===== src/rtl/spi_mem_pkg.sv =====
package spi_mem_pkg;
    typedef enum logic [2:0] {
        IDLE,
        ADDR_SHIFT,
        CMD_SHIFT,
        STATUS_OUT,
        READ_OUT,
        WRITE_IN
    } phase_t;
endpackage


===== src/rtl/spi_mem_sync.sv =====
module spi_mem_sync #(
    parameter int  STAGES  = 2,
    parameter logic RST_VAL = 1'b0
) (
    input  logic clk,
    input  logic rst_n,
    input  logic d,
    output logic q
);
    logic [STAGES-1:0] chain;

    generate
        for (genvar i = 0; i < STAGES; i++) begin : g_stage
            if (i == 0) begin : g_first
                always_ff @(posedge clk or negedge rst_n) begin
                    if (!rst_n) chain[0] <= RST_VAL;
                    else        chain[0] <= d;
                end
            end else begin : g_next
                always_ff @(posedge clk or negedge rst_n) begin
                    if (!rst_n) chain[i] <= RST_VAL;
                    else        chain[i] <= chain[i-1];
                end
            end
        end
    endgenerate

    assign q = chain[STAGES-1];
endmodule


===== src/rtl/spi_mem_engine.sv =====
module spi_mem_engine
    import spi_mem_pkg::*;
#(
    parameter int ADDR_W = 16,
    parameter int DATA_W = 8
) (
    input  logic              clk,
    input  logic              rst_n,
    input  logic              cs_act,
    input  logic              cs_end,
    input  logic              sck_rise,
    input  logic              sck_fall,
    input  logic              mosi,
    input  logic [DATA_W-1:0] status_in,
    input  logic [DATA_W-1:0] mem_rdata,
    output logic              miso,
    output logic              miso_oe,
    output logic [ADDR_W-1:0] mem_addr,
    output logic              mem_rd,
    output logic              mem_wr,
    output logic [DATA_W-1:0] mem_wdata,
    output logic              frame_end,
    output logic              frame_ok,
    output logic [DATA_W-1:0] cmd_q
);
    localparam int CNT_W = $clog2(ADDR_W);

    phase_t            st, st_nx;
    logic [CNT_W-1:0]  bcnt;
    logic [DATA_W-1:0] shin, shout, rbuf;
    logic [ADDR_W-1:0] addr;
    logic              cmd_ok, rd_q1, oe_q;

    wire addr_last = (bcnt == CNT_W'(ADDR_W - 1));
    wire byte_last = (bcnt == CNT_W'(DATA_W - 1));
    wire [DATA_W-1:0] shin_nx = {shin[DATA_W-2:0], mosi};

    // state register
    always_ff @(posedge clk or negedge rst_n) begin
        if (!rst_n) st <= IDLE;
        else        st <= st_nx;
    end

    // transitions
    always_comb begin
        st_nx = st;
        if (cs_end) begin
            st_nx = IDLE;                                   // frame_end
        end else begin
            unique case (st)
                IDLE:       if (cs_act) st_nx = ADDR_SHIFT; // start
                ADDR_SHIFT: if (sck_rise && addr_last) st_nx = CMD_SHIFT;
                CMD_SHIFT:  if (sck_rise && byte_last)
                                st_nx = shin[DATA_W-2] ? STATUS_OUT : WRITE_IN;
                STATUS_OUT: if (sck_rise && byte_last) st_nx = READ_OUT;
                READ_OUT:   st_nx = READ_OUT;
                WRITE_IN:   st_nx = WRITE_IN;
                default:    st_nx = IDLE;
            endcase
        end
    end

    // datapath and outputs
    always_ff @(posedge clk or negedge rst_n) begin
        if (!rst_n) begin
            bcnt      <= '0;
            shin      <= '0;
            shout     <= '0;
            rbuf      <= '0;
            addr      <= '0;
            cmd_q     <= '0;
            cmd_ok    <= 1'b0;
            rd_q1     <= 1'b0;
            oe_q      <= 1'b0;
            mem_rd    <= 1'b0;
            mem_wr    <= 1'b0;
            mem_wdata <= '0;
            frame_end <= 1'b0;
            frame_ok  <= 1'b0;
        end else begin
            mem_rd    <= 1'b0;
            mem_wr    <= 1'b0;
            frame_end <= 1'b0;
            rd_q1     <= mem_rd;
            if (rd_q1)  rbuf <= mem_rdata;
            if (mem_wr) addr <= addr + 1'b1;
            if (cs_end) begin
                bcnt      <= '0;
                oe_q      <= 1'b0;
                frame_end <= 1'b1;
                frame_ok  <= cmd_ok;
                cmd_ok    <= 1'b0;
            end else begin
                unique case (st)
                    IDLE: begin
                        bcnt   <= '0;
                        cmd_ok <= 1'b0;
                        oe_q   <= 1'b0;
                    end
                    ADDR_SHIFT: if (sck_rise) begin
                        addr <= {addr[ADDR_W-2:0], mosi};
                        bcnt <= addr_last ? '0 : bcnt + 1'b1;
                    end
                    CMD_SHIFT: if (sck_rise) begin
                        shin <= shin_nx;
                        if (byte_last) begin
                            bcnt   <= '0;
                            cmd_q  <= shin_nx;
                            cmd_ok <= 1'b1;
                            mem_rd <= shin[DATA_W-2];
                        end else begin
                            bcnt <= bcnt + 1'b1;
                        end
                    end
                    STATUS_OUT, READ_OUT: begin
                        if (sck_fall) begin
                            if (bcnt == '0) begin
                                oe_q <= 1'b1;
                                if (st == STATUS_OUT) begin
                                    shout <= status_in;
                                end else begin
                                    shout  <= rbuf;
                                    addr   <= addr + 1'b1;
                                    mem_rd <= 1'b1;
                                end
                            end else begin
                                shout <= {shout[DATA_W-2:0], 1'b0};
                            end
                        end
                        if (sck_rise) bcnt <= byte_last ? '0 : bcnt + 1'b1;
                    end
                    WRITE_IN: if (sck_rise) begin
                        shin <= shin_nx;
                        if (byte_last) begin
                            bcnt      <= '0;
                            mem_wr    <= 1'b1;
                            mem_wdata <= shin_nx;
                        end else begin
                            bcnt <= bcnt + 1'b1;
                        end
                    end
                    default: bcnt <= '0;
                endcase
            end
        end
    end

    assign miso     = shout[DATA_W-1];
    assign miso_oe  = oe_q;
    assign mem_addr = addr;
endmodule


===== src/rtl/spi_mem_cmdreg.sv =====
module spi_mem_cmdreg #(
    parameter int DATA_W = 8
) (
    input  logic              clk,
    input  logic              rst_n,
    input  logic              frame_end,
    input  logic              frame_ok,
    input  logic [DATA_W-1:0] cmd_q,
    output logic [DATA_W-1:0] cmd_reg,
    output logic              irq
);
    wire reserved = (cmd_q[DATA_W-2:0] == '0);

    always_ff @(posedge clk or negedge rst_n) begin
        if (!rst_n) begin
            cmd_reg <= '0;
            irq     <= 1'b0;
        end else if (frame_end && frame_ok && !reserved) begin
            cmd_reg <= cmd_q;
            irq     <= 1'b1;
        end else begin
            irq <= 1'b0;
        end
    end
endmodule


===== src/rtl/spi_mem_port.sv =====
module spi_mem_port #(
    parameter int ADDR_W      = 16,
    parameter int DATA_W      = 8,
    parameter int SYNC_STAGES = 2
) (
    input  logic              clk,
    input  logic              rst_n,
    input  logic              spi_sck,
    input  logic              spi_csn,
    input  logic              spi_mosi,
    output logic              spi_miso,
    output logic              spi_miso_oe,
    output logic [ADDR_W-1:0] mem_addr,
    output logic              mem_rd,
    output logic              mem_wr,
    output logic [DATA_W-1:0] mem_wdata,
    input  logic [DATA_W-1:0] mem_rdata,
    input  logic [DATA_W-1:0] status_in,
    output logic [DATA_W-1:0] cmd_reg,
    output logic              irq
);
    logic sck_s, csn_s, mosi_s, sck_d, csn_d;
    logic frame_end, frame_ok;
    logic [DATA_W-1:0] cmd_q;

    spi_mem_sync #(.STAGES(SYNC_STAGES), .RST_VAL(1'b0)) i_sync_sck (
        .clk(clk), .rst_n(rst_n), .d(spi_sck), .q(sck_s));
    spi_mem_sync #(.STAGES(SYNC_STAGES), .RST_VAL(1'b1)) i_sync_csn (
        .clk(clk), .rst_n(rst_n), .d(spi_csn), .q(csn_s));
    spi_mem_sync #(.STAGES(SYNC_STAGES), .RST_VAL(1'b0)) i_sync_mosi (
        .clk(clk), .rst_n(rst_n), .d(spi_mosi), .q(mosi_s));

    always_ff @(posedge clk or negedge rst_n) begin
        if (!rst_n) begin
            sck_d <= 1'b0;
            csn_d <= 1'b1;
        end else begin
            sck_d <= sck_s;
            csn_d <= csn_s;
        end
    end

    spi_mem_engine #(.ADDR_W(ADDR_W), .DATA_W(DATA_W)) i_engine (
        .clk(clk), .rst_n(rst_n),
        .cs_act(~csn_s), .cs_end(csn_s & ~csn_d),
        .sck_rise(sck_s & ~sck_d), .sck_fall(~sck_s & sck_d),
        .mosi(mosi_s), .status_in(status_in), .mem_rdata(mem_rdata),
        .miso(spi_miso), .miso_oe(spi_miso_oe),
        .mem_addr(mem_addr), .mem_rd(mem_rd), .mem_wr(mem_wr),
        .mem_wdata(mem_wdata),
        .frame_end(frame_end), .frame_ok(frame_ok), .cmd_q(cmd_q));

    spi_mem_cmdreg #(.DATA_W(DATA_W)) i_cmdreg (
        .clk(clk), .rst_n(rst_n),
        .frame_end(frame_end), .frame_ok(frame_ok), .cmd_q(cmd_q),
        .cmd_reg(cmd_reg), .irq(irq));
endmodule


===== config.mk =====
export PLATFORM = sky130hd
export DESIGN_NAME = spi_mem_port
export DESIGN_NICKNAME = d
export VERILOG_FILES = /design/src/rtl/spi_mem_pkg.sv /design/src/rtl/spi_mem_sync.sv /design/src/rtl/spi_mem_engine.sv /design/src/rtl/spi_mem_cmdreg.sv /design/src/rtl/spi_mem_port.sv
export SDC_FILE = /design/constraint.sdc
export NUM_CORES = 1
export LEC_CHECK = 0
export ABC_AREA = 1
export CORE_ASPECT_RATIO = 0.75
export CORE_MARGIN = 8
export CORE_UTILIZATION = 48
export DETAILED_ROUTE_END_ITERATION = 16
export DONT_BUFFER_PORTS = 1
export PLACE_DENSITY = 0.65
export SETUP_SLACK_MARGIN = 0.05
export SLEW_MARGIN = 20
export SYNTH_ARGS = -nofsm -noshare
export SYNTH_HDL_FRONTEND = slang
export SYNTH_SLANG_ARGS = --single-unit

===== constraint.sdc =====
create_clock -name clk -period 1.68 [get_ports clk]
set_input_delay 0.252 -clock clk [delete_from_list [all_inputs] [get_ports clk]]
set_output_delay 0.252 -clock clk [all_outputs]
set_load 0.005 [all_outputs]

---- Yosys cells after proc, flatten, opt, wreduce, memory -nomap -nowiden ----
Index checks and enable logic that the tools add are counted.
storage, ports and cells
  bits in registers ....................... 86
  output and inout port bits .............. 37
  logic and storage cells ................. 115
operators by class
  $add $sub $neg .......................... 2
  equal/unequal tests ..................... 17
  mux-type cells .......................... 43
  bitwise gates (word level) .............. 7
  reductions and logical operators ........ 21
operators with widths
  kind                                                                   count
  16-bit 2-to-1 mux                                                      6
  16-bit one-hot mux with 2 select lines                                 1
  3-bit by 1-bit != test with 1-bit output, second input constant        9
  4-bit 2-to-1 mux                                                       5
  1-bit 2-to-1 mux                                                       18
  3-bit 2-to-1 mux                                                       6
  3-bit one-hot mux with 6 select lines                                  1
  16-bit by 1-bit adder with 16-bit output, second input constant        1
  8-bit 2-to-1 mux                                                       2
  3-bit AND reduction                                                    4
  4-bit AND reduction                                                    3
  4-bit one-hot mux with 2 select lines                                  1
  7-bit zero test                                                        1
  3-bit by 2-bit equality test with 1-bit output, second input constant  2
  3-bit equality test, second input constant                             2
  1-bit one-hot mux with 2 select lines                                  3
  3-bit nonzero test                                                     2
  4-bit by 1-bit adder with 4-bit output, second input constant          1
  4-bit by 3-bit equality test with 1-bit output, second input constant  1
  4-bit equality test, second input constant                             1
  1-bit logical AND                                                      4
  4-bit zero test                                                        1
  1-bit NOT                                                              4
  2-bit OR reduction                                                     2
  7 further kinds                                                        9

---- Logic depth before layout (Yosys ltp) ----
  word-level depth ........................ 7
  mapped depth ............................ 13
  mapped depth without buffers ............ 13

---- Hierarchy ----
Synthesis repeated with hierarchy kept, for this count alone.
unflattened totals
  cells, all modules ...................... 597
  area, all modules ....................... 4663.2 µm²
modules (own cells, without submodules)
  module                          instances  cells each  area an instance (µm²)  sequential area each (µm²)
  spi_mem_engine                  1          533         4031.4                  1726.7
  spi_mem_cmdreg                  1          50          405.4                   225.2
  spi_mem_sync (i_sync_mosi ...)  2          2           50.0                    50.0
  spi_mem_port                    1          8           73.8                    51.3
  spi_mem_sync (i_sync_csn)       1          2           52.6                    52.6

---- Worst setup path before layout ----
Ideal clock, no wire load.
  path type ............................... reg2reg
  start point ............................. reg i_engine.bcnt[0]
  end point ............................... reg i_engine.addr[11] (netlist: i_engine.mem_addr[11])
  setup time .............................. 0.117 ns
  arrival ................................. 1.530 ns
  required time ........................... 1.563 ns
  slack ................................... 0.033 ns
  stages on the path, launching flop included .. 14
  path buffers ............................ 0
  period minus slack after synthesis ...... 1.647 ns
  cell sequence ........................... dfrtp_1 > inv_1 > ha_1 > nand3_2 > nor2_1 > nand2_2 > nand2_2 > nand2_1 > nand2_1 > nand2_1 > nand2_1 > nand2_1 > nand2_1 > nand2_1
on the way
  cells in the longest elaborated chain, start to end .. 5
ends and longest elaborated chain
  item                                    RTL line               source
  start: declaration                      spi_mem_engine.sv:29   logic [CNT_W-1:0] bcnt;
  start signal: assignment                spi_mem_engine.sv:102  bcnt <= addr_last ? '0 : bcnt + 1'b1;
  start signal: assignment                spi_mem_engine.sv:112  bcnt <= bcnt + 1'b1;
  start signal: assignment                spi_mem_engine.sv:130  if (sck_rise) bcnt <= byte_last ? '0 : bcnt + 1'b1;
  4-bit zero test                         spi_mem_engine.sv:117  if (bcnt == '0) begin
  16-bit 2-to-1 mux                       spi_mem_engine.sv:117
  16-bit 2-to-1 mux                       spi_mem_engine.sv:116  if (sck_fall) begin
  16-bit one-hot mux with 2 select lines  spi_mem_engine.sv:94   unique case (st)
  16-bit 2-to-1 mux                       spi_mem_engine.sv:87   if (cs_end) begin
  end signal: assignment                  spi_mem_engine.sv:86   if (mem_wr) addr <= addr + 1'b1;
  end signal: assignment                  spi_mem_engine.sv:101  addr <= {addr[ADDR_W-2:0], mosi};
  end signal: assignment                  spi_mem_engine.sv:123  addr <= addr + 1'b1;
  end: declaration                        spi_mem_engine.sv:31   logic [ADDR_W-1:0] addr;
No other way between the ends.
A chain may end at the register's enable or synchronous reset.

---- Final worst setup path ----
  start point ............................. reg i_engine.bcnt[0]
  end point ............................... reg i_engine.addr[7] (netlist: i_engine.mem_addr[7])
Same word-level chain as after synthesis.

==> results.sh <==
export IMPL_fp_dieH_um=101
export IMPL_layout_area_overhead_vs_synth_pct=24.5
export IMPL_post_drt_wl_per_cell_um=15.7
export IMPL_largest_register_ff_count=16
export IMPL_num_antenna_cells=0
export IMPL_synth_area_um2=4610
export IMPL_synthesis_nets=641
export IMPL_place_gp_congestion=0.930
export IMPL_ctsHtreeMaxLevel=3
export IMPL_worst_setup_path_end_kind="flip-flop"
export IMPL_dominantRegCellSynth="sky130_fd_sc_hd__dfrtp_1"
export IMPL_finalHoldViolCount=86
export IMPL_fin_skew_ns=0.00703
export IMPL_worst_slew_pin_transition_ns=0.392
export IMPL_synth_yosys_seq_area_share_pct=46.8
export IMPL_initial_antenna_violation_count=0
export IMPL_worstPathRequired_ns=1.91
export IMPL_mostFrequentLayoutCell="sky130_fd_sc_hd__nand2_1"
export IMPL_power_dens_cells_nw_per_um2=1430
export IMPL_total_leakage_power_nw=2.76
export IMPL_synth_area_per_cell_um2=7.48
export IMPL_layout_min_cycle_time_ns=1.60
export IMPL_first_pass_iters=5
export IMPL_die_w_um=129
export IMPL_cts_path_max_buffers=2
export IMPL_grt_pass1_wl_um=20600
export IMPL_grt_start_max_net_pins=87
export IMPL_post_synth_main_area_contributors="sky130_fd_sc_hd__dfrtp_1, sky130_fd_sc_hd__nand2_1, sky130_fd_sc_hd__o21ai_0"
export IMPL_num_vias=4372
export IMPL_violated_checks="hold timing"
export IMPL_final_report_setup_violation_count=0
export IMPL_outcome="finished with violations"
export IMPL_port_buffer_count=0
export IMPL_worst_hold_margin_ns=-0.393
export IMPL_critPathKind="reg -> reg"
export IMPL_worst_ep_arrival_time_ns=1.82
export IMPL_grt_overflow_total=0
export IMPL_total_power_consumption_of_the_routed_design_mw=8.23
export IMPL_detail_route_wirelength_um=12700
export IMPL_placed_cells_incl_taps=777
export IMPL_postSynthCellCount=616
export IMPL_final_core_util_pct=60.3
export IMPL_ports_placed_on_the_boundary=58
export IMPL_cts_tree="yes"
export IMPL_synth_edff_count=0
export IMPL_cap_violations=0
export IMPL_synth_largest_area_cell="sky130_fd_sc_hd__dfrtp_1"
export IMPL_vias_per_cell=5.41
export IMPL_place_ws_ns=-0.0816
export IMPL_crit_path_start_kind="flip-flop"
export IMPL_path_clk_slew_ns=0.07
export IMPL_fin_cells=808
export IMPL_finalMaxSlewViolations=0
export IMPL_min_period_over_period_pct=95.0
export IMPL_detail_route_drc_violations=0
export IMPL_worst_skew_pair_late_latency_ns=0.34
export IMPL_clock_tree_root_cell="sky130_fd_sc_hd__clkbuf_16"
export IMPL_layout_cell_share_with_drive_strength_beyond_1_pct=22.5
export IMPL_synthArstFlopShare_pct=100
export IMPL_initial_standard_cell_utilization_of_the_core_pct=48.5
export IMPL_hold_buffers=3
export IMPL_cell_with_the_largest_stage_delay_on_the_worst_path="sky130_fd_sc_hd__dfrtp_1"
export IMPL_min_delay_path_class="in -> async"
export IMPL_die_area_um2=13000
export IMPL_synth_warning_count=0
export IMPL_synth_top_cell_area_share_pct=45.1
export IMPL_setup_ws_ns=0.0844
export IMPL_rsz0062_at_grt="true"
export IMPL_fin_setup_tns_ns=0
export IMPL_cts_buffers_inserted=9
export IMPL_critPathMaxFanout=8
export IMPL_slew_limit_headroom_pct=73.8
export IMPL_slowest_delay_ns=0.42
export IMPL_clkSinkCount=86
export IMPL_mostFrequentLayoutCells="sky130_fd_sc_hd__nand2_1, sky130_fd_sc_hd__dfrtp_1, sky130_fd_sc_hd__inv_1"
export IMPL_antenna_violating_nets_left=0
export IMPL_cell_by_cell_trace_of_the_critical_path="inv_2 -> ha_4 -> nand3_4 -> nor2_4 -> nand2_4 -> nand2_2 -> inv_4 -> nand3_1 -> nand3_1 -> nand2_1 -> nand2_1"
export IMPL_first_global_vias=4144
export IMPL_detailedRoute_firstIterationViolations=442
export IMPL_design_core_area_um2=9500
export IMPL_dpl_hpwl_um=8850
export IMPL_yosys_register_bits=86
export IMPL_peakVddDrop_mv=0.659
export IMPL_max_frequency_mhz=627
export IMPL_yosysUniqueCellTypes=37
export IMPL_final_net_count=697
export IMPL_fp_row_count=31
export IMPL_global_router_s_overall_resource_usage_pct=19.9
==> cells by family (layout without fill, tap and decap cells) <==
| family | count (synthesis) | after routing | synth area share (%) |
|---|---|---|---|
| buffers and inverters | 97 | 155 | 8.34 |
| adders and majority gates | 4 | 4 | 1.09 |
| AOI/OAI and AO/OA | 114 | 114 | 13.3 |
| xor gates and xnor gates | 5 | 5 | 0.951 |
| and+or+nand+nor | 310 | 312 | 29.5 |
| DFF | 86 | 86 | 46.8 |
==> power breakdown <==
part	internal [mW]	total, mW	switching, mW
Clock	1.31	2.15	0.834
Sequential	2.48	2.79	0.311
Combinational	1.29	3.29	2.00
==> Yosys cell counts, drive strengths merged, types with 2 or more instances <==
cell and n:
nand3 53, dfstp 3, ha 4, nor3 4, xor2 5, o21ai 79
o22ai 6, clkinv 2, clkbuf 8, nand4 5, nand2 204, inv 78
nand3b 3, buf 9, nor2 38, a22oi 2, o211ai 3, a21oi 21
dfrtp 83
==> critical path: cells and delay by family (launching register included) <==
kind / cells / cell delay, ns
and+or+nand+nor: 8 / 0.75
DFF: 1 / 0.42
buffers and inverters: 2 / 0.16
adders and majority gates: 1 / 0.14
==> routing by layer <==
metal	wire length [um]	part of all wire, %	GRT usage, %
met1	5900	46	27.3
met2	5600	44	30.2
met3	991	7.8	4.76
met4	204	1.6	6.39
met5	0	0	0
==> repair_timing <==
action / in CTS / in global routing
pin swaps: 3 / 20
gates cloned: 0 / 2
endpoints found under the hold margin: 89 / 86
gates resized for setup: 18 / 66
buffers inserted: 4 / 7
setup endpoints to repair: 38 / 48
==> final cells by class <==
type	instances	area, um2
clock buffer	9	225
clock inverter	6	93.8
fill	846	3770
inverter	80	309
multi-input combinational	435	2300
sequential	86	2160
tap	132	165
timing repair buffer	60	473
==> worst paths after layout <==
| path | slack [ns] | cells past startpoint | startpoint | to |
|---|---|---|---|---|
| setup / recovery | 0.08 | 11 | i_engine.bcnt[0] | i_engine.mem_addr[7] |
| hold / removal | -0.39 | 0 | rst_n | i_engine.mem_addr[11] |
| setup reg to reg | 0.08 | 11 | i_engine.bcnt[0] | i_engine.mem_addr[7] |
| hold reg to reg | 0.35 | 0 | i_sync_mosi.chain[0] | i_sync_mosi.q |
| max in group asynchronous | 1.89 | 0 | rst_n | i_sync_csn.chain[0] |
| min in group clk | 0.04 | 2 | mem_rdata[6] | i_engine.rbuf[6] |
==> stage by stage <==
step / cell area [um2] / hold WS, ns
finish: 5730 / -0.393
detailed placement: 5030 / -0.0399
CTS: 5470 / -0.403
global route: 5730 / -0.403
floorplan: 4610 / -0.0436
global placement: 5030 / -0.0396
No activity file was read; power rests on OpenSTA's default activity.
